--- config.mk ---
export PLATFORM = sky130hd
export DESIGN_NAME = line_fill_streamer
export DESIGN_NICKNAME = d
export VERILOG_FILES = /design/src/rtl/lfs_pkg.sv /design/src/rtl/lfs_req_seq.sv /design/src/rtl/lfs_stream_buf.sv /design/src/rtl/line_fill_streamer.sv
export SDC_FILE = /design/constraint.sdc
export NUM_CORES = 1
export LEC_CHECK = 0
export BUFFER_PORTS_ARGS = -buffer_cell sky130_fd_sc_hd__buf_2
export CAP_MARGIN = 10
export CORE_UTILIZATION = 36
export CTS_BUF_LIST = sky130_fd_sc_hd__clkbuf_8
export CTS_CLUSTER_DIAMETER = 100
export CTS_CLUSTER_SIZE = 14
export DETAILED_ROUTE_END_ITERATION = 10
export PLACE_DENSITY_LB_ADDON = 0.1
export SYNTH_ARGS = -nofsm -noshare
export SYNTH_HDL_FRONTEND = slang
export SYNTH_SLANG_ARGS = --single-unit
--- constraint.sdc ---
create_clock -name clk -period 6.37 [get_ports clk]
set_clock_uncertainty 0.2 [all_clocks]
set_input_delay 0.3185 -clock clk [delete_from_list [all_inputs] [get_ports clk]]
set_output_delay 0.3185 -clock clk [all_outputs]
set_load 0.05 [all_outputs]
--- src/rtl/lfs_pkg.sv ---
// Package: shared types of the line-fill streamer.
// Assumes nothing beyond IEEE 1800-2017.
package lfs_pkg;
    typedef enum logic [1:0] {
        FILL_IDLE   = 2'd0,
        FILL_ISSUE  = 2'd1,
        FILL_WAIT   = 2'd2,
        FILL_FINISH = 2'd3
    } fill_state_e;
endpackage

--- src/rtl/lfs_req_seq.sv ---
// Module: lfs_req_seq
// Issues one memory read at a time for word offsets first..last of a line.
// Tracks the cancel caused by a redirect and tells the top when the fill ends.
// Assumes: LINE_WORDS is a power of two, last_off_i >= first_off_i at start,
// and at most one read response per issued request.
module lfs_req_seq
    import lfs_pkg::*;
#(
    parameter int WADDR_W    = 30,
    parameter int LINE_WORDS = 8,
    localparam int OFF_W     = $clog2(LINE_WORDS),
    localparam int BASE_W    = WADDR_W - OFF_W
) (
    input  logic               clk,
    input  logic               rst_n,
    input  logic               start_i,
    input  logic [BASE_W-1:0]  start_base_i,
    input  logic [OFF_W-1:0]   first_off_i,
    input  logic [OFF_W-1:0]   last_off_i,
    input  logic               redirect_i,
    input  logic               drain_done_i,
    input  logic               mem_req_ready_i,
    input  logic               mem_rsp_valid_i,
    output logic               busy_o,
    output logic               rsp_expect_o,
    output logic               cancel_o,
    output logic               mem_req_valid_o,
    output logic [WADDR_W-1:0] mem_req_addr_o,
    output logic [OFF_W-1:0]   rsp_off_o,
    output logic [BASE_W-1:0]  base_o
);
    fill_state_e        state;
    logic [OFF_W-1:0]   req_off;
    logic [OFF_W-1:0]   last_q;
    logic [BASE_W-1:0]  base_q;
    logic               cancel_q;

    // Fill sequencing: issue, wait for data, step offset, finish or cancel.
    always_ff @(posedge clk) begin
        if (!rst_n) begin
            state    <= FILL_IDLE;
            req_off  <= '0;
            last_q   <= '0;
            base_q   <= '0;
            cancel_q <= 1'b0;
        end else begin
            case (state)
                FILL_IDLE: if (start_i) begin
                    state    <= FILL_ISSUE;
                    req_off  <= first_off_i;
                    last_q   <= last_off_i;
                    base_q   <= start_base_i;
                    cancel_q <= 1'b0;
                end
                FILL_ISSUE: begin
                    if (redirect_i) begin
                        cancel_q <= 1'b1;
                        state    <= FILL_FINISH;
                    end else if (mem_req_ready_i) begin
                        state <= FILL_WAIT;
                    end
                end
                FILL_WAIT: begin
                    if (redirect_i) cancel_q <= 1'b1;
                    if (mem_rsp_valid_i) begin
                        if (cancel_q || redirect_i || req_off == last_q) begin
                            state <= FILL_FINISH;
                        end else begin
                            req_off <= req_off + 1'b1;
                            state   <= FILL_ISSUE;
                        end
                    end
                end
                default: begin
                    if (cancel_q || drain_done_i) begin
                        state    <= FILL_IDLE;
                        cancel_q <= 1'b0;
                    end else if (redirect_i) begin
                        cancel_q <= 1'b1;
                    end
                end
            endcase
        end
    end

    // Port views of the sequencer state.
    always_comb begin
        busy_o          = (state != FILL_IDLE);
        rsp_expect_o    = (state == FILL_WAIT);
        cancel_o        = cancel_q;
        mem_req_valid_o = (state == FILL_ISSUE) && !redirect_i;
        mem_req_addr_o  = {base_q, req_off};
        rsp_off_o       = req_off;
        base_o          = base_q;
    end


    redirect_stop_chk: assert property (@(posedge clk) disable iff (!rst_n)
        (redirect_i && state != FILL_IDLE) |=> !mem_req_valid_o);


    line_end_chk: assert property (@(posedge clk) disable iff (!rst_n)
        mem_req_valid_o |-> (req_off <= last_q));
endmodule

--- src/rtl/lfs_stream_buf.sv ---
// Module: lfs_stream_buf
// Per-offset holding store between memory responses and the fetch stage.
// A word goes straight through when it is the next one due and the fetch
// stage is ready. Otherwise it is parked in the slot for its offset.
// Slots drain from the head offset upward.
// Assumes: words arrive in increasing offset order, each offset once per fill.
module lfs_stream_buf #(
    parameter int DATA_W     = 32,
    parameter int LINE_WORDS = 8,
    localparam int OFF_W     = $clog2(LINE_WORDS)
) (
    input  logic              clk,
    input  logic              rst_n,
    input  logic              start_i,
    input  logic [OFF_W-1:0]  first_off_i,
    input  logic [OFF_W-1:0]  last_off_i,
    input  logic              kill_i,
    input  logic              wr_valid_i,
    input  logic [OFF_W-1:0]  wr_off_i,
    input  logic [DATA_W-1:0] wr_data_i,
    input  logic              wr_err_i,
    input  logic              out_ready_i,
    output logic              out_valid_o,
    output logic [OFF_W-1:0]  out_off_o,
    output logic [DATA_W-1:0] out_data_o,
    output logic              out_err_o,
    output logic              done_o
);
    logic [LINE_WORDS-1:0] slot_vld;
    logic [LINE_WORDS-1:0] slot_err;
    logic [DATA_W-1:0]     slot_data [LINE_WORDS];
    logic [OFF_W-1:0]      head;
    logic [OFF_W-1:0]      last_q;
    logic                  done_q;
    logic                  head_hit;
    logic                  bypass_ok;
    logic                  push;
    logic                  take;

    // Offer selection: parked head word first, else a passing response.
    always_comb begin
        head_hit    = slot_vld[head];
        bypass_ok   = !head_hit && wr_valid_i && (wr_off_i == head);
        out_valid_o = !kill_i && !done_q && (head_hit || bypass_ok);
        out_off_o   = head;
        out_data_o  = head_hit ? slot_data[head] : wr_data_i;
        out_err_o   = head_hit ? slot_err[head]  : wr_err_i;
        take        = out_valid_o && out_ready_i;
        push        = wr_valid_i && !kill_i && !(bypass_ok && out_ready_i);
        done_o      = done_q;
    end

    for (genvar g = 0; g < LINE_WORDS; g++) begin : g_slot
        // Slot occupancy: set on park, cleared on drain, start or kill.
        always_ff @(posedge clk) begin
            if (!rst_n) begin
                slot_vld[g] <= 1'b0;
            end else if (start_i || kill_i) begin
                slot_vld[g] <= 1'b0;
            end else if (push && wr_off_i == OFF_W'(g)) begin
                slot_vld[g] <= 1'b1;
            end else if (take && head_hit && head == OFF_W'(g)) begin
                slot_vld[g] <= 1'b0;
            end
        end

        // Slot payload capture on park.
        always_ff @(posedge clk) begin
            if (!rst_n) begin
                slot_data[g] <= '0;
                slot_err[g]  <= 1'b0;
            end else if (push && wr_off_i == OFF_W'(g)) begin
                slot_data[g] <= wr_data_i;
                slot_err[g]  <= wr_err_i;
            end
        end
    end

    // Head pointer and end-of-delivery flag.
    always_ff @(posedge clk) begin
        if (!rst_n) begin
            head   <= '0;
            last_q <= '0;
            done_q <= 1'b1;
        end else if (start_i) begin
            head   <= first_off_i;
            last_q <= last_off_i;
            done_q <= 1'b0;
        end else if (kill_i) begin
            done_q <= 1'b1;
        end else if (take) begin
            if (head == last_q) done_q <= 1'b1;
            else                head   <= head + 1'b1;
        end
    end


    no_overflow_chk: assert property (@(posedge clk) disable iff (!rst_n)
        push |-> !slot_vld[wr_off_i]);
endmodule

--- src/rtl/line_fill_streamer.sv ---
// Module: line_fill_streamer (top)
// Accepts an instruction miss when idle and reads the line from the missed
// word to the line end. It writes each word into the cache data array and
// streams it to the fetch stage. Modes are sampled at acceptance.
// Assumes: word-granular addresses, one outstanding memory read,
// mem_rsp_valid only while a read is outstanding.
module line_fill_streamer #(
    parameter int WADDR_W    = 30,
    parameter int DATA_W     = 32,
    parameter int LINE_WORDS = 8,
    localparam int OFF_W     = $clog2(LINE_WORDS),
    localparam int BASE_W    = WADDR_W - OFF_W
) (
    input  logic               clk,
    input  logic               rst_n,
    input  logic               burst_en,
    input  logic               cache_en,
    input  logic               miss_valid,
    input  logic [WADDR_W-1:0] miss_addr,
    output logic               miss_ready,
    input  logic               redirect,
    output logic               mem_req_valid,
    output logic [WADDR_W-1:0] mem_req_addr,
    input  logic               mem_req_ready,
    input  logic               mem_rsp_valid,
    input  logic [DATA_W-1:0]  mem_rsp_data,
    input  logic               mem_rsp_err,
    output logic               fetch_valid,
    input  logic               fetch_ready,
    output logic [WADDR_W-1:0] fetch_addr,
    output logic [DATA_W-1:0]  fetch_data,
    output logic               fetch_err,
    output logic               cwr_en,
    output logic [WADDR_W-1:0] cwr_addr,
    output logic [DATA_W-1:0]  cwr_data,
    output logic               cwr_set_valid
);
    logic              busy;
    logic              rsp_expect;
    logic              cancel;
    logic              start;
    logic              rsp_take;
    logic              kill;
    logic              drain_done;
    logic              fill_cache_q;
    logic [OFF_W-1:0]  first_off;
    logic [OFF_W-1:0]  last_off;
    logic [OFF_W-1:0]  rsp_off;
    logic [OFF_W-1:0]  out_off;
    logic [BASE_W-1:0] base;

    // Acceptance, line window and response qualification.
    always_comb begin
        miss_ready    = !busy;
        start         = miss_valid && !busy;
        first_off     = miss_addr[OFF_W-1:0];
        last_off      = burst_en ? OFF_W'(LINE_WORDS - 1) : first_off;
        rsp_take      = mem_rsp_valid && rsp_expect;
        kill          = busy && (redirect || cancel);
        cwr_en        = rsp_take && fill_cache_q;
        cwr_addr      = {base, rsp_off};
        cwr_data      = mem_rsp_data;
        cwr_set_valid = !mem_rsp_err;
        fetch_addr    = {base, out_off};
    end

    // Cache-write mode captured with each accepted miss.
    always_ff @(posedge clk) begin
        if (!rst_n)     fill_cache_q <= 1'b0;
        else if (start) fill_cache_q <= cache_en;
    end

    lfs_req_seq #(
        .WADDR_W    (WADDR_W),
        .LINE_WORDS (LINE_WORDS)
    ) u_seq (
        .clk             (clk),
        .rst_n           (rst_n),
        .start_i         (start),
        .start_base_i    (miss_addr[WADDR_W-1:OFF_W]),
        .first_off_i     (first_off),
        .last_off_i      (last_off),
        .redirect_i      (redirect),
        .drain_done_i    (drain_done),
        .mem_req_ready_i (mem_req_ready),
        .mem_rsp_valid_i (mem_rsp_valid),
        .busy_o          (busy),
        .rsp_expect_o    (rsp_expect),
        .cancel_o        (cancel),
        .mem_req_valid_o (mem_req_valid),
        .mem_req_addr_o  (mem_req_addr),
        .rsp_off_o       (rsp_off),
        .base_o          (base)
    );

    lfs_stream_buf #(
        .DATA_W     (DATA_W),
        .LINE_WORDS (LINE_WORDS)
    ) u_buf (
        .clk         (clk),
        .rst_n       (rst_n),
        .start_i     (start),
        .first_off_i (first_off),
        .last_off_i  (last_off),
        .kill_i      (kill),
        .wr_valid_i  (rsp_take),
        .wr_off_i    (rsp_off),
        .wr_data_i   (mem_rsp_data),
        .wr_err_i    (mem_rsp_err),
        .out_ready_i (fetch_ready),
        .out_valid_o (fetch_valid),
        .out_off_o   (out_off),
        .out_data_o  (fetch_data),
        .out_err_o   (fetch_err),
        .done_o      (drain_done)
    );


    accept_busy_chk: assert property (@(posedge clk) disable iff (!rst_n)
        (miss_valid && miss_ready) |=> !miss_ready);


    fetch_hold_chk: assert property (@(posedge clk) disable iff (!rst_n)
        (fetch_valid && !fetch_ready && !redirect) |=>
            (fetch_valid && $stable(fetch_addr) && $stable(fetch_data)));
endmodule

# After elaboration in Yosys (flattened, before gate mapping)
# Memory sizes are Yosys's and may differ from the RTL's. A register that Yosys moved wholly into a read port is not among the register bits.
# Cells that the tools add are included.
dict set report classes {
  n_addsub 2
  multipliers 0
  div_mod_pow 0
  magnitude_cmp 1
  n_eq_ne 25
  shifts 0
  mux 81
  bitwise 9
  reduce_logical 66
}
# cell n
set op_table {}
lappend op_table {{32-bit 2-to-1 mux} 9}
lappend op_table {{1-bit 2-to-1 mux} 51}
lappend op_table {{1-bit logical AND} 30}
lappend op_table {{3-bit 2-to-1 mux} 10}
lappend op_table {{3-bit equality test, second input constant} 8}
lappend op_table {{2-bit nonzero test} 11}
lappend op_table {{3-bit by 2-bit equality test with 1-bit output, second input constant} 4}
lappend op_table {{2-bit 2-to-1 mux} 6}
lappend op_table {{3-bit equality test} 3}
lappend op_table {{1-bit OR} 8}
lappend op_table {{4-bit AND reduction} 2}
lappend op_table {{1-bit logical NOT} 7}
lappend op_table {{3-bit by 1-bit adder with 3-bit output, second input constant} 2}
lappend op_table {{1-bit binary-select mux with 3-bit select} 2}
lappend op_table {{3-bit by 1-bit equality test with 1-bit output, second input constant} 2}
lappend op_table {{3-bit logical NOT} 2}
lappend op_table {{2-bit by 1-bit inequality test with 1-bit output, second input constant} 3}
lappend op_table {{2-bit one-hot mux with 3 select lines} 1}
lappend op_table {{3-bit one-hot mux with 2 select lines} 1}
lappend op_table {{3-bit nonzero test} 2}
lappend op_table {{1-bit logical OR} 5}
lappend op_table {{3-bit by 4-bit less-than comparator with 1-bit output, second input constant} 1}
lappend op_table {{2-bit inequality test, second input constant} 2}
lappend op_table {{2-bit AND reduction} 2}
lappend op_table {{other kinds (9)} 10}
dict set report totals {
  ff_bits 60
  latchBits 0
  ramBits 256
  rom_bits 0
  in_bits 72
  out_inout_bits 160
  mem_count 1
}
# memory words width read_ports rd_ports_with_merged_regs write_ports line
set mem_list {}
lappend mem_list {u_buf.slot_data 8 32 1 1 8 lfs_stream_buf.sv:31} ;# logic [DATA_W-1:0] slot_data [LINE_WORDS];

# Longest topological paths before layout
# Gate-level depths: netlist (run 1).
dict set report depth {
  depth_word 13
  depth_mapped 9
  mapped_depth_nobuf 7
}

# By module
# Synthesis (run 1) repeated with hierarchy kept, for this count alone.
dict set report unflattened {
  hier_cells 1181
  area_unflattened_um2 15393.5
}
# module n_inst cells_each area_each_um2
set by_module_without_submodules {}
lappend by_module_without_submodules {lfs_stream_buf 1 886 13082.5}
lappend by_module_without_submodules {lfs_req_seq 1 222 1770.4}
lappend by_module_without_submodules {line_fill_streamer 1 73 540.5}

# Least setup slack after synthesis (run 1)
# OpenSTA, ideal clock, no wires.
dict set report synth_timing {
  kind {register -> register}
  start {reg u_buf.head[2], in the netlist u_buf.out_off_o[2]}
  end {mem u_buf.slot_data[4][0] (enable)}
  setup_ns 0.389
  arrival_ns 2.810
  required_time_ns 5.781
  setup_slack_ns 2.971
  stages_incl_launch_ff 8
  path_buffers 2
  synth_period_minus_slack_ns 3.399
  path_cell_list {dfxtp_1 > buf_2 > clkinv_1 > mux2i_4 > a31oi_4 > clkbuf_1 > nand3_1 > nand2_1}
}
# item line
set synth_rtl {}
lappend synth_rtl {{from (decl)} lfs_stream_buf.sv:32} ;# logic [OFF_W-1:0] head;
lappend synth_rtl {{from (signal assigned)} lfs_stream_buf.sv:86} ;# head <= first_off_i;
lappend synth_rtl {{from (signal assigned)} lfs_stream_buf.sv:93} ;# else head <= head + 1'b1;
lappend synth_rtl {{to (decl)} lfs_stream_buf.sv:31}

# Worst setup path after layout (run 1)
dict set report layout_timing {
  start {reg u_buf.head[0], in the netlist u_buf.out_off_o[0]}
  end {out fetch_data[27]}
}
dict set report layout_via {
  elab_chain_len 3
}
# item line
set layout_rtl {}
lappend layout_rtl {{1-bit binary-select mux with 3-bit select} lfs_stream_buf.sv:42} ;# head_hit = slot_vld[head];
lappend layout_rtl {{1-bit 2-to-1 mux (implied by the code)} lfs_stream_buf.sv:42}
lappend layout_rtl {{32-bit 2-to-1 mux} lfs_stream_buf.sv:46} ;# out_data_o = head_hit ? slot_data[head] : wr_data_i;
lappend layout_rtl {{to (decl)} line_fill_streamer.sv:31} ;# output logic [DATA_W-1:0] fetch_data,
# No other way between the ends. The select of a mux whose other input is x is not followed.

==> results of run 1 <==
## flip-flops by register name (all words and copies together) (netlist names), 2 cells and up, named ones only
name	cells
u_seq.last_q	3
u_seq.base_o	27
u_seq.rsp_off_o	3
u_buf.out_off_o	3
u_buf.slot_vld	8
u_buf.slot_err	8
u_buf.slot_data	256
u_seq.state	2
## path summary, 6_finish.rpt
kind                            endpoint          startpoint  slack (ns)  depth (start not counted)
setup / recovery          fetch_data[27]  u_buf.out_off_o[0]        2.44                          6
hold / removal         u_buf.slot_err[1]               rst_n        0.07                          2
setup reg to reg  u_buf.slot_data[1][11]  u_buf.out_off_o[2]        2.57                          6
hold reg to reg             fill_cache_q        fill_cache_q        0.27                          2
## layer usage
layer	part of all wire	track usage	routed length, um
met1	0.44	0.246	17300
met2	0.50	0.329	19600
met3	0.042	0.0208	1660
met4	0.014	0.0307	551
met5	0	0	0
## power by group through the flow
| stage | registers, uW | clock network (uW) | logic, uW |
|---|---|---|---|
| 2_1_floorplan | 2630 | 0 | 1310 |
| 4_1_cts | 2560 | 1100 | 1750 |
| 6_report | 2550 | 1060 | 1730 |
| 3_5_place_dp | 2610 | 0 | 1710 |
| 5_1_grt | 2590 | 1160 | 1860 |
| 3_3_place_gp | 2610 | 0 | 1710 |
## worst max-delay path: cells and delay by family (launching register included)
family          cells  cell delay (ns)
mux                 2             0.85
buf+inv             2             0.89
simple gates        1             0.09
flops               1             0.77
compound gates      1             0.20
## cells by family after synthesis
group / synth area share
AO/OA/AOI/OAI: 0.0456
XOR/XNOR: 0.00583
adder cells (fa/ha/maj): 0.0133
buffers and inverters: 0.0722
flip-flops: 0.592
multiplexers: 0.130
AND/OR/NAND/NOR: 0.141
## through the flow
stage / hold slack [ns] / power [uW] / cells / utilization / setup slack, ns
floorplan: 0.232 / 3940 / 1243 / - / 2.97
global placement: 0.242 / 4320 / 1850 / 0.389 / 2.61
detailed placement: 0.253 / 4320 / 1850 / 0.389 / 2.58
CTS: 0.0328 / 5410 / 1957 / 0.416 / 2.28
global route: 0.0485 / 5610 / 1957 / 0.416 / 2.21
finish: 0.0710 / 5340 / 1957 / 0.416 / 2.44
## area by class of cell
class                           instances  area, um2
Timing Repair Buffer                  313       1950
Inverter                               17       63.8
Clock inverter                         10       46.3
Sequential cell                       316       8900
Multi-Input combinational cell        743       5070
Fill cell                            3969      24000
Clock buffer                           26        358
Tap cell                              532        666
## layout by cell type (no fill, tap or decap), drive strengths merged, types with 2 or more instances in the layout
cell and count:
a211oi 4, a21boi 2, a21oi 48, a221oi 2, a31o 3, a31oi 2
and2 65, and3 5, buf 242, clkbuf 26, dfxtp 60, dlygate4sd3 71
edfxtp 256, ha 16, inv 25, mux2i 39, mux4 68, nand2 182
nand2b 2, nand3 11, nand4 5, nor2 204, nor2b 7, nor3 9
o21a 2, o21ai 45, o221ai 3, xnor2 7, xor2 3
## timing repair
item,4_1_cts,5_1_grt
resized for setup,0,0
hold endpoints to repair,304,0
hold buffers,71,0
==> run_results.csv, run 1 <==
group,metric,value,unit
logic_synthesis,ys.flop_type,"edfxtp_1",
clock_network,cts_made_buffers,26,
logic_synthesis,yosysUniqueCellTypes,50,
timing,finalSetupViolations,0,
logic_synthesis,syn_area,0.0150,mm2
clock_network,clkLatencyLatePin,0.59,ns
status,violations,"design-rule violations",
die,die_area,0.0425,mm2
timing,hold_viol,0,
clock_network,path_clk_slew,0.10,ns
timing,period_needed,3.93,ns
grt,grt_overflow,0,
setup_path,worstSetupEndpointType,"output pin",
grt,grt_pass1_wl,59200,um
route,drt_iter0_drc,635,
job,drv_cap,0,
route,vias,9818,
setup_path,crit_path_cell_trace,"mux4_2 -> mux2i_4 -> buf_4 -> nand2_1 -> o21ai_0 -> buf_2",
route,drcViolationCount,15,
grt,grt_usage,0.185,
timing,fin_tns_setup,0,ns
pwr,power.density,313,mW/mm2
route,via_per_inst,5.02,
logic_synthesis,synth_edf_count,256,
die,die_w,206,um
pwr,vdd.ir_drop.worst,0.288,mV
grt,grt_pass1_vias,9805,
setup_path,path_max_fanout,64,
die,ioPinCount,232,
timing,period_share,0.617,
grt,antenna_found_initial,0,
place,place_congestion,0.743,
final_layout,layout-drive-gt1-share,0.254,
place,hpwl,22100,um
logic_synthesis,synth_top_cell_area_share,0.512,
final_layout,design_area,0.0171,mm2
die,die_h,206,um
clock_network,postCtsSetupRepairBufs,0,
pwr,internal_power,3300,uW
place,numPortBuffers,231,
pwr,p_sw_frac,0.382,
setup_path,required,5.85,ns
pwr,power_frac_comb,0.324,
pwr,leakage,0.00651,uW
timing,slew-limit-headroom,0.257,
logic_synthesis,ys_warn_count,0,
worst_hold_path,worstHoldPathType,"primary input to register",
setup_path,crit_arrival,3.41,ns
final_layout,diodes,0,
pwr,seqPwrFrac,0.478,
final_layout,area_delta_synth_final,13.5,%
clock_network,ctsRootBufferMaster,"clkbuf_8",
setup_path,slowest_stage,"dfxtp_1",
setup_path,max_stage_delay,0.77,ns
die,core_area,0.0410,mm2
logic_synthesis,ys_ff_latch,316,
setup_path,path_class,"register to output pin",
timing,clock.fmax,254,MHz
status,status,"finished with violations",
timing,grt_setup_unrepaired,"no",
die,initial_core_util,0.366,
pwr,netSwitchingPower,2040,uW
logic_synthesis,yosysTopAreaCell,"edfxtp_1",
logic_synthesis,synthTopCellsByArea,"edfxtp_1, mux4_2, dfxtp_1, nor2_1, nand2_1",
clock_network,cts_max_path_buffers,3,
route,first_pass_iters,7,
clock_network,cts.sinks,316,
route,wire_per_inst,20.0,um
logic_synthesis,syn_nets,1331,
pwr,clockPowerShare,0.198,
route,ant_nets,0,
final_layout,fin_nets,1505,
logic_synthesis,synth_cells,1243,
grt,grt_max_degree,65,
clock_network,cts_htree_levels,1,
timing,report.final.slew_viol_count,0,
route,wirelength,39100,um
logic_synthesis,synthArstFlopShare,0,
logic_synthesis,ys_seq_area_frac,0.592,
logic_synthesis,yosysMostFrequentCell,"edfxtp_1",
place,postPlaceCellArea,0.0159,mm2
timing,tightestPinTransition,1.11,ns
logic_synthesis,synth.top_cells.by_count,"edfxtp_1, nor2_1, nand2_1, buf_4, mux4_2",
die,rows,74,
clock_network,cts_tree,"done",
logic_synthesis,synth.avg_cell_area,12.1,um2
setup_path,crit_path_start_kind,"register",
(Power assumes the default switching activity.)
==> inputs of run 2 (changes only) <==
--- a/config.mk
+++ b/config.mk
@@ -5,6 +5,7 @@
 export SDC_FILE = /design/constraint.sdc
 export NUM_CORES = 1
 export LEC_CHECK = 0
+export ABC_AREA = 1
 export BUFFER_PORTS_ARGS = -buffer_cell sky130_fd_sc_hd__buf_2
 export CAP_MARGIN = 10
 export CORE_UTILIZATION = 36
==> constraint.sdc (replaced) <==
create_clock -name clk -period 3.9 [get_ports clk]
set_clock_uncertainty 0.2 [all_clocks]
set_input_delay 0.195 -clock clk [delete_from_list [all_inputs] [get_ports clk]]
set_output_delay 0.195 -clock clk [all_outputs]
set_load 0.05 [all_outputs]
==> run 2 against run 1 <==
  * Critical path depth up 4
  * Non-clock buffer count up 57
  * Sequential cell count unchanged
  * Register-to-register slack worse by 2.0 ns
  * Combinational power rose to 2.8 times the previous value
  * Wire length up 7.0%
  * The flow now finishes without violations
  * Sequential share of layout area down 2.0 points
  * Largest power group is now combinational cells
  * Setup slack worse by 1.9 ns
==> run_results.csv, run 2 <==
group,metric,value,unit
status,status,"completed",
logic_synthesis,synth.avg_cell_area,9.65,um2
setup_path,worstSetupEndpointType,"output pin",
final_layout,area_delta_synth_final,16.7,%
grt,met1_usage,0.264,
grt,grt_max_degree,75,
clock_network,cts_max_path_buffers,3,
logic_synthesis,synth_cells,1572,
final_layout,final_util,0.430,
die,core_area,0.0412,mm2
timing,grt_setup_unrepaired,"no",
logic_synthesis,synth_edf_count,256,
clock_network,cts.sinks,316,
grt,grt_usage,0.193,
setup_path,path_max_fanout,36,
final_layout,fin_nets,1877,
final_layout,largest_reg_flops,256,
final_layout,diodes,0,
setup_path,path_class,"register to output pin",
timing,period_share,0.871,
route,wirelength,41800,um
logic_synthesis,syn_nets,1660,
grt,grt_pass1_wl,65100,um
timing,finalSetupViolations,0,
job,drv_cap,0,
logic_synthesis,ys_seq_area_frac,0.586,
timing,tightestPinTransition,0.824,ns
clock_network,cts_htree_levels,1,
die,die_h,207,um
timing,period_needed,3.40,ns
pwr,power.density,611,mW/mm2
route,first_pass_iters,5,
place,hpwl,25300,um
timing,hold_viol,0,
clock_network,path_clk_slew,0.09,ns
pwr,fin_total_pwr,10800,uW
clock_network,cts_tree,"done",
die,initial_core_util,0.368,
logic_synthesis,synthTopCellsByArea,"edfxtp_1, nor2_1, dfxtp_1, o21ai_0, buf_4",
die,ioPinCount,232,
pwr,vdd.ir_drop.worst,0.495,mV
timing,report.final.slew_viol_count,0,
route,ant_nets,0,
final_layout,final_common_cell,"nor2_1",
worst_hold_path,worstHoldPathType,"primary input to register",
place,numPortBuffers,231,
die,die_w,207,um
logic_synthesis,ys.flop_type,"edfxtp_1",
grt,busiest_layer,"met2",
setup_path,crit_arrival,3.00,ns
clock_network,clkLatencyLatePin,0.62,ns
logic_synthesis,syn_area,0.0152,mm2
logic_synthesis,synth.top_cells.by_count,"nor2_1, edfxtp_1, o21ai_0, inv_1, nand2_1",
final_layout,layout_common_cells,"nor2_1, edfxtp_1, buf_2",
route,drt_iter0_drc,692,
final_layout,regMostFlops,"u_buf.slot_data",
pwr,leakage,0.00740,uW
setup_path,reg2reg_slack,0.61,ns
grt,grt_use_met3,0.0269,
grt,grt_use_met2,0.330,
grt,grt_overflow,0,
timing,fin_tns_setup,0,ns
logic_synthesis,yosysUniqueCellTypes,31,
logic_synthesis,yosysMostFrequentCell,"nor2_1",
logic_synthesis,yosysTopAreaCell,"edfxtp_1",
logic_synthesis,ys_ff_latch,316,
clock_network,ctsRootBufferMaster,"clkbuf_8",
setup_path,required,3.50,ns
route,vias,11300,
die,die_area,0.0430,mm2
clock_network,cts_made_buffers,26,
final_layout,layout-drive-gt1-share,0.171,
route,drcViolationCount,0,
grt,grt_pass1_vias,11200,
timing,clock.fmax,294,MHz
logic_synthesis,synthArstFlopShare,0,
logic_synthesis,ys_warn_count,0,
die,rows,74,
clock_network,postCtsSetupRepairBufs,0,
grt,antenna_found_initial,0,
place,place_congestion,0.821,
setup_path,crit_path_start_kind,"register",
logic_synthesis,synth_top_cell_area_share,0.507,
route,via_per_inst,4.85,
route,wire_per_inst,17.9,um
timing,slew-limit-headroom,0.449,
run 2: cell count changes after synthesis, sizes merged, moves of 25 or more:
cell,delta
nor2,+171
o21ai,+143
inv,+116
mux4,-68
and2,-65
nand2,-58
a21oi,+33
a31oi,+31
mux2i,+25
run 2: area by class of cell:
cell class                 instances  area (um2)
timing repair buffer             370        2500
multi-input combinational        942        4700
fill                            4039       23500
clock inverter                    20        77.6
tap                              532         666
clock buffer                      27         372
inverter                         133         499
sequential                       316        8890
run 2: path summary, 6_finish.rpt:
check | startpoint | endpoint | cells past startpoint
worst max-delay path | u_buf.out_off_o[0] | fetch_data[9] | 10
worst min-delay path | burst_en | u_seq.last_q[2] | 4
worst max register to register | u_buf.out_off_o[0] | u_buf.slot_data[6][10] | 10
worst min register to register | fill_cache_q | fill_cache_q | 2
run 2: cells by family after synthesis:
| kind of cell | share of synthesized area |
|---|---|
| muxes | 0.0422 |
| xor gates and xnor gates | 0.00346 |
| DFF | 0.586 |
| and+or+nand+nor | 0.142 |
| buffers and inverters | 0.105 |
| adders and majority gates | 0.0132 |
| AOI/OAI and AO/OA | 0.109 |
run 2: what timing repair did:
action / CTS / global route
hold endpoints to repair: 308 / 0
hold buffers: 104 / 0
setup endpoints to repair: 0 / 3
resized for setup: 0 / 1
run 2: through the flow:
stage / cells / instance area [um2] / setup slack, ns / hold WS, ns
finish: 2340 / 17700 / 0.504 / 0.226
global route: 2340 / 17700 / 0.222 / 0.223
CTS: 2340 / 17700 / 0.150 / 0.189
detailed placement: 2189 / 16200 / 0.564 / 0.249
global placement: 2189 / 16200 / 0.664 / 0.243
floorplan: 1572 / 15200 / 0.917 / 0.154
run 2: power breakdown:
part | switching [uW] | internal, uW | leakage (uW) | total (uW)
registers | 276 | 3920 | 0.00314 | 4200
clock network | 1130 | 645 | 0.000298 | 1780
logic | 3560 | 1290 | 0.00396 | 4850
run 2: layer usage:
metal,vias to the layer above,routed length (um)
met5,-,0
met4,0,498
met3,33,1530
met2,239,20100
met1,5470,19700
li1,5604,-
run 2: critical path: stages, from the launching register on:
cell and delay, ns:
dfxtp_1 0.64, inv_2 0.21, nand2_1 0.11, nand3_1 0.08, nand2_1 0.10, nand2_1 0.08
nand2_4 0.38, buf_12 0.26, nor2_1 0.06, a31oi_1 0.16, buf_2 0.29
==> inputs of run 3 (changes only) <==
==> constraint.sdc (replaced) <==
create_clock -name clk -period 4.4 [get_ports clk]
set_clock_uncertainty 0.2 [all_clocks]
set_input_delay 0.22 -clock clk [delete_from_list [all_inputs] [get_ports clk]]
set_output_delay 0.22 -clock clk [all_outputs]
set_load 0.05 [all_outputs]
==> run 3 against run 2 <==
  * Non-clock buffer count fell by 20
  * Utilization fell by 0.46 points
  * Setup slack improved by 0.19 ns
  * Cell count down 0.81%
  * Via count about the same
  * Critical endpoint is now fetch_data[11]
==> run_results.csv, run 3 (synthesis gave the netlist of run 2 again) <==
group,metric,value,unit
pwr,clockPowerShare,0.165,
route,ant_nets,0,
setup_path,crit_arrival,3.28,ns
timing,hold_viol,0,
final_layout,largest_reg_flops,256,
route,wire_per_inst,17.9,um
final_layout,fin_nets,1857,
final_layout,diodes,0,
route,drt_iter0_drc,736,
worst_hold_path,worstHoldPathType,"primary input to register",
final_layout,layout_common_cells,"nor2_1, edfxtp_1, buf_2",
clock_network,cts_max_path_buffers,3,
setup_path,path_class,"register to output pin",
setup_path,path_max_fanout,36,
setup_path,crit_path_start_kind,"register",
setup_path,required,3.98,ns
clock_network,ctsRootBufferMaster,"clkbuf_8",
grt,grt_max_degree,80,
die,initial_core_util,0.368,
grt,grt_pass1_vias,11000,
pwr,power.density,545,mW/mm2
timing,report.final.slew_viol_count,0,
route,drcViolationCount,0,
grt,grt_overflow,0,
die,ioPinCount,232,
place,numPortBuffers,231,
pwr,power_frac_comb,0.442,
grt,grt_usage,0.190,
pwr,seqPwrFrac,0.392,
die,die_area,0.0430,mm2
final_layout,fillerInstances,4026,
clock_network,cts_tree,"done",
place,place_congestion,0.824,
route,first_pass_iters,6,
pwr,netSwitchingPower,4390,uW
grt,grt_pass1_wl,63800,um
timing,grt_setup_unrepaired,"no",
place,dp_cells,2185,
worst_hold_path,whs_path_depth,4,
die,core_area,0.0412,mm2
setup_path,reg2reg_depth,9,
final_layout,layout-drive-gt1-share,0.170,
clock_network,path_clk_slew,0.09,ns
final_layout,final_common_cell,"nor2_1",
final_layout,final_cell_count_no_fill,2321,
timing,setup_slack,0.699,ns
status,status,"completed",
final_layout,area_delta_synth_final,15.5,%
clock_network,cts_resized,0,
pwr,leakage,0.00734,uW
route,via_per_inst,4.88,
die,die_w,207,um
final_layout,multi_input_area,0.00470,mm2
timing,finalSetupViolations,0,
clock_network,holdBufCountCts,88,
route,vias,11300,
grt,antenna_found_initial,0,
final_layout,seq_area,0.00889,mm2
pwr,p_sw_frac,0.460,
clock_network,clkLatencyLatePin,0.61,ns
clock_network,cts_htree_levels,1,
die,die_h,207,um
job,drv_cap,0,
place,dpl_worst_slack,0.927,ns
timing,period_share,0.841,
place,hpwl,25500,um
clock_network,postCtsSetupRepairBufs,0,
pwr,vdd.ir_drop.worst,0.424,mV
timing,slew-limit-headroom,0.329,
setup_path,worstSetupEndpointType,"output pin",
pwr,internal_power,5160,uW
clock_network,cts_made_buffers,26,
route,wirelength,41600,um
timing,tightestPinTransition,1.01,ns
timing,clock.fmax,270,MHz
timing,period_needed,3.70,ns
clock_network,cts.sinks,316,
final_layout,regMostFlops,"u_buf.slot_data",
die,rows,74,
timing,fin_tns_setup,0,ns
## run 3: cell types whose count changed in the layout (fill, tap and decap cells not counted), sizes merged
cell	before	now
clkinv	3	2
dlygate4sd3	104	88
inv	150	152
buf	266	262
## run 3: path summary, 6_finish.rpt
path | startpoint | endpoint | slack [ns]
setup reg to reg | u_buf.out_off_o[0] | u_buf.slot_data[3][10] | 0.94
setup / recovery | u_buf.out_off_o[0] | fetch_data[11] | 0.70
hold reg to reg | u_seq.base_o[13] | u_seq.base_o[13] | 0.31
hold / removal | miss_addr[18] | u_seq.base_o[15] | 0.20
## run 3: through the flow
step / utilization / total power, uW / area [um2] / hold WS, ns
2_1_floorplan: - / 7070 / 15200 / 0.179
3_3_place_gp: 0.393 / 7970 / 16200 / 0.268
3_5_place_dp: 0.393 / 7970 / 16200 / 0.256
4_1_cts: 0.425 / 9640 / 17500 / 0.144
5_1_grt: 0.425 / 10100 / 17500 / 0.173
6_report: 0.425 / 9550 / 17500 / 0.198
## run 3: layout make-up
type | instances | area share
repair buffers | 350 | 0.132
clock inverters | 21 | 0.00479
flip-flops and latches | 316 | 0.508
inverters | 133 | 0.0285
clock buffers | 27 | 0.0212
multi-input cells | 942 | 0.268
well taps | 532 | 0.0380
## run 3: routing by layer
layer / vias to the layer above / GRT usage / routed length (um) / part of all wire
li1: 5564 / - / - / -
met1: 5418 / 0.259 / 19400 / 0.47
met2: 312 / 0.323 / 19700 / 0.47
met3: 42 / 0.0251 / 2040 / 0.049
met4: 0 / 0.0399 / 563 / 0.014
met5: - / 0 / 0 / 0
## run 3: worst max-delay path: stages, from the launching register on
cell and delay, ns:
dfxtp_1 0.65, inv_2 0.20, nand2_1 0.11, nand3_1 0.09
nand2_1 0.09, nand2_1 0.06, nand2_2 0.61, buf_12 0.30
nor2_1 0.06, a31oi_1 0.18, buf_2 0.30
## run 3: power groups by stage
stage               Combinational (uW)  Clock, uW  Sequential, uW
global placement                  4170          0            3810
floorplan                         3110          0            3960
finish                            4220       1580            3750
CTS                               4250       1640            3750
global route                      4570       1750            3790
detailed placement                4150          0            3820
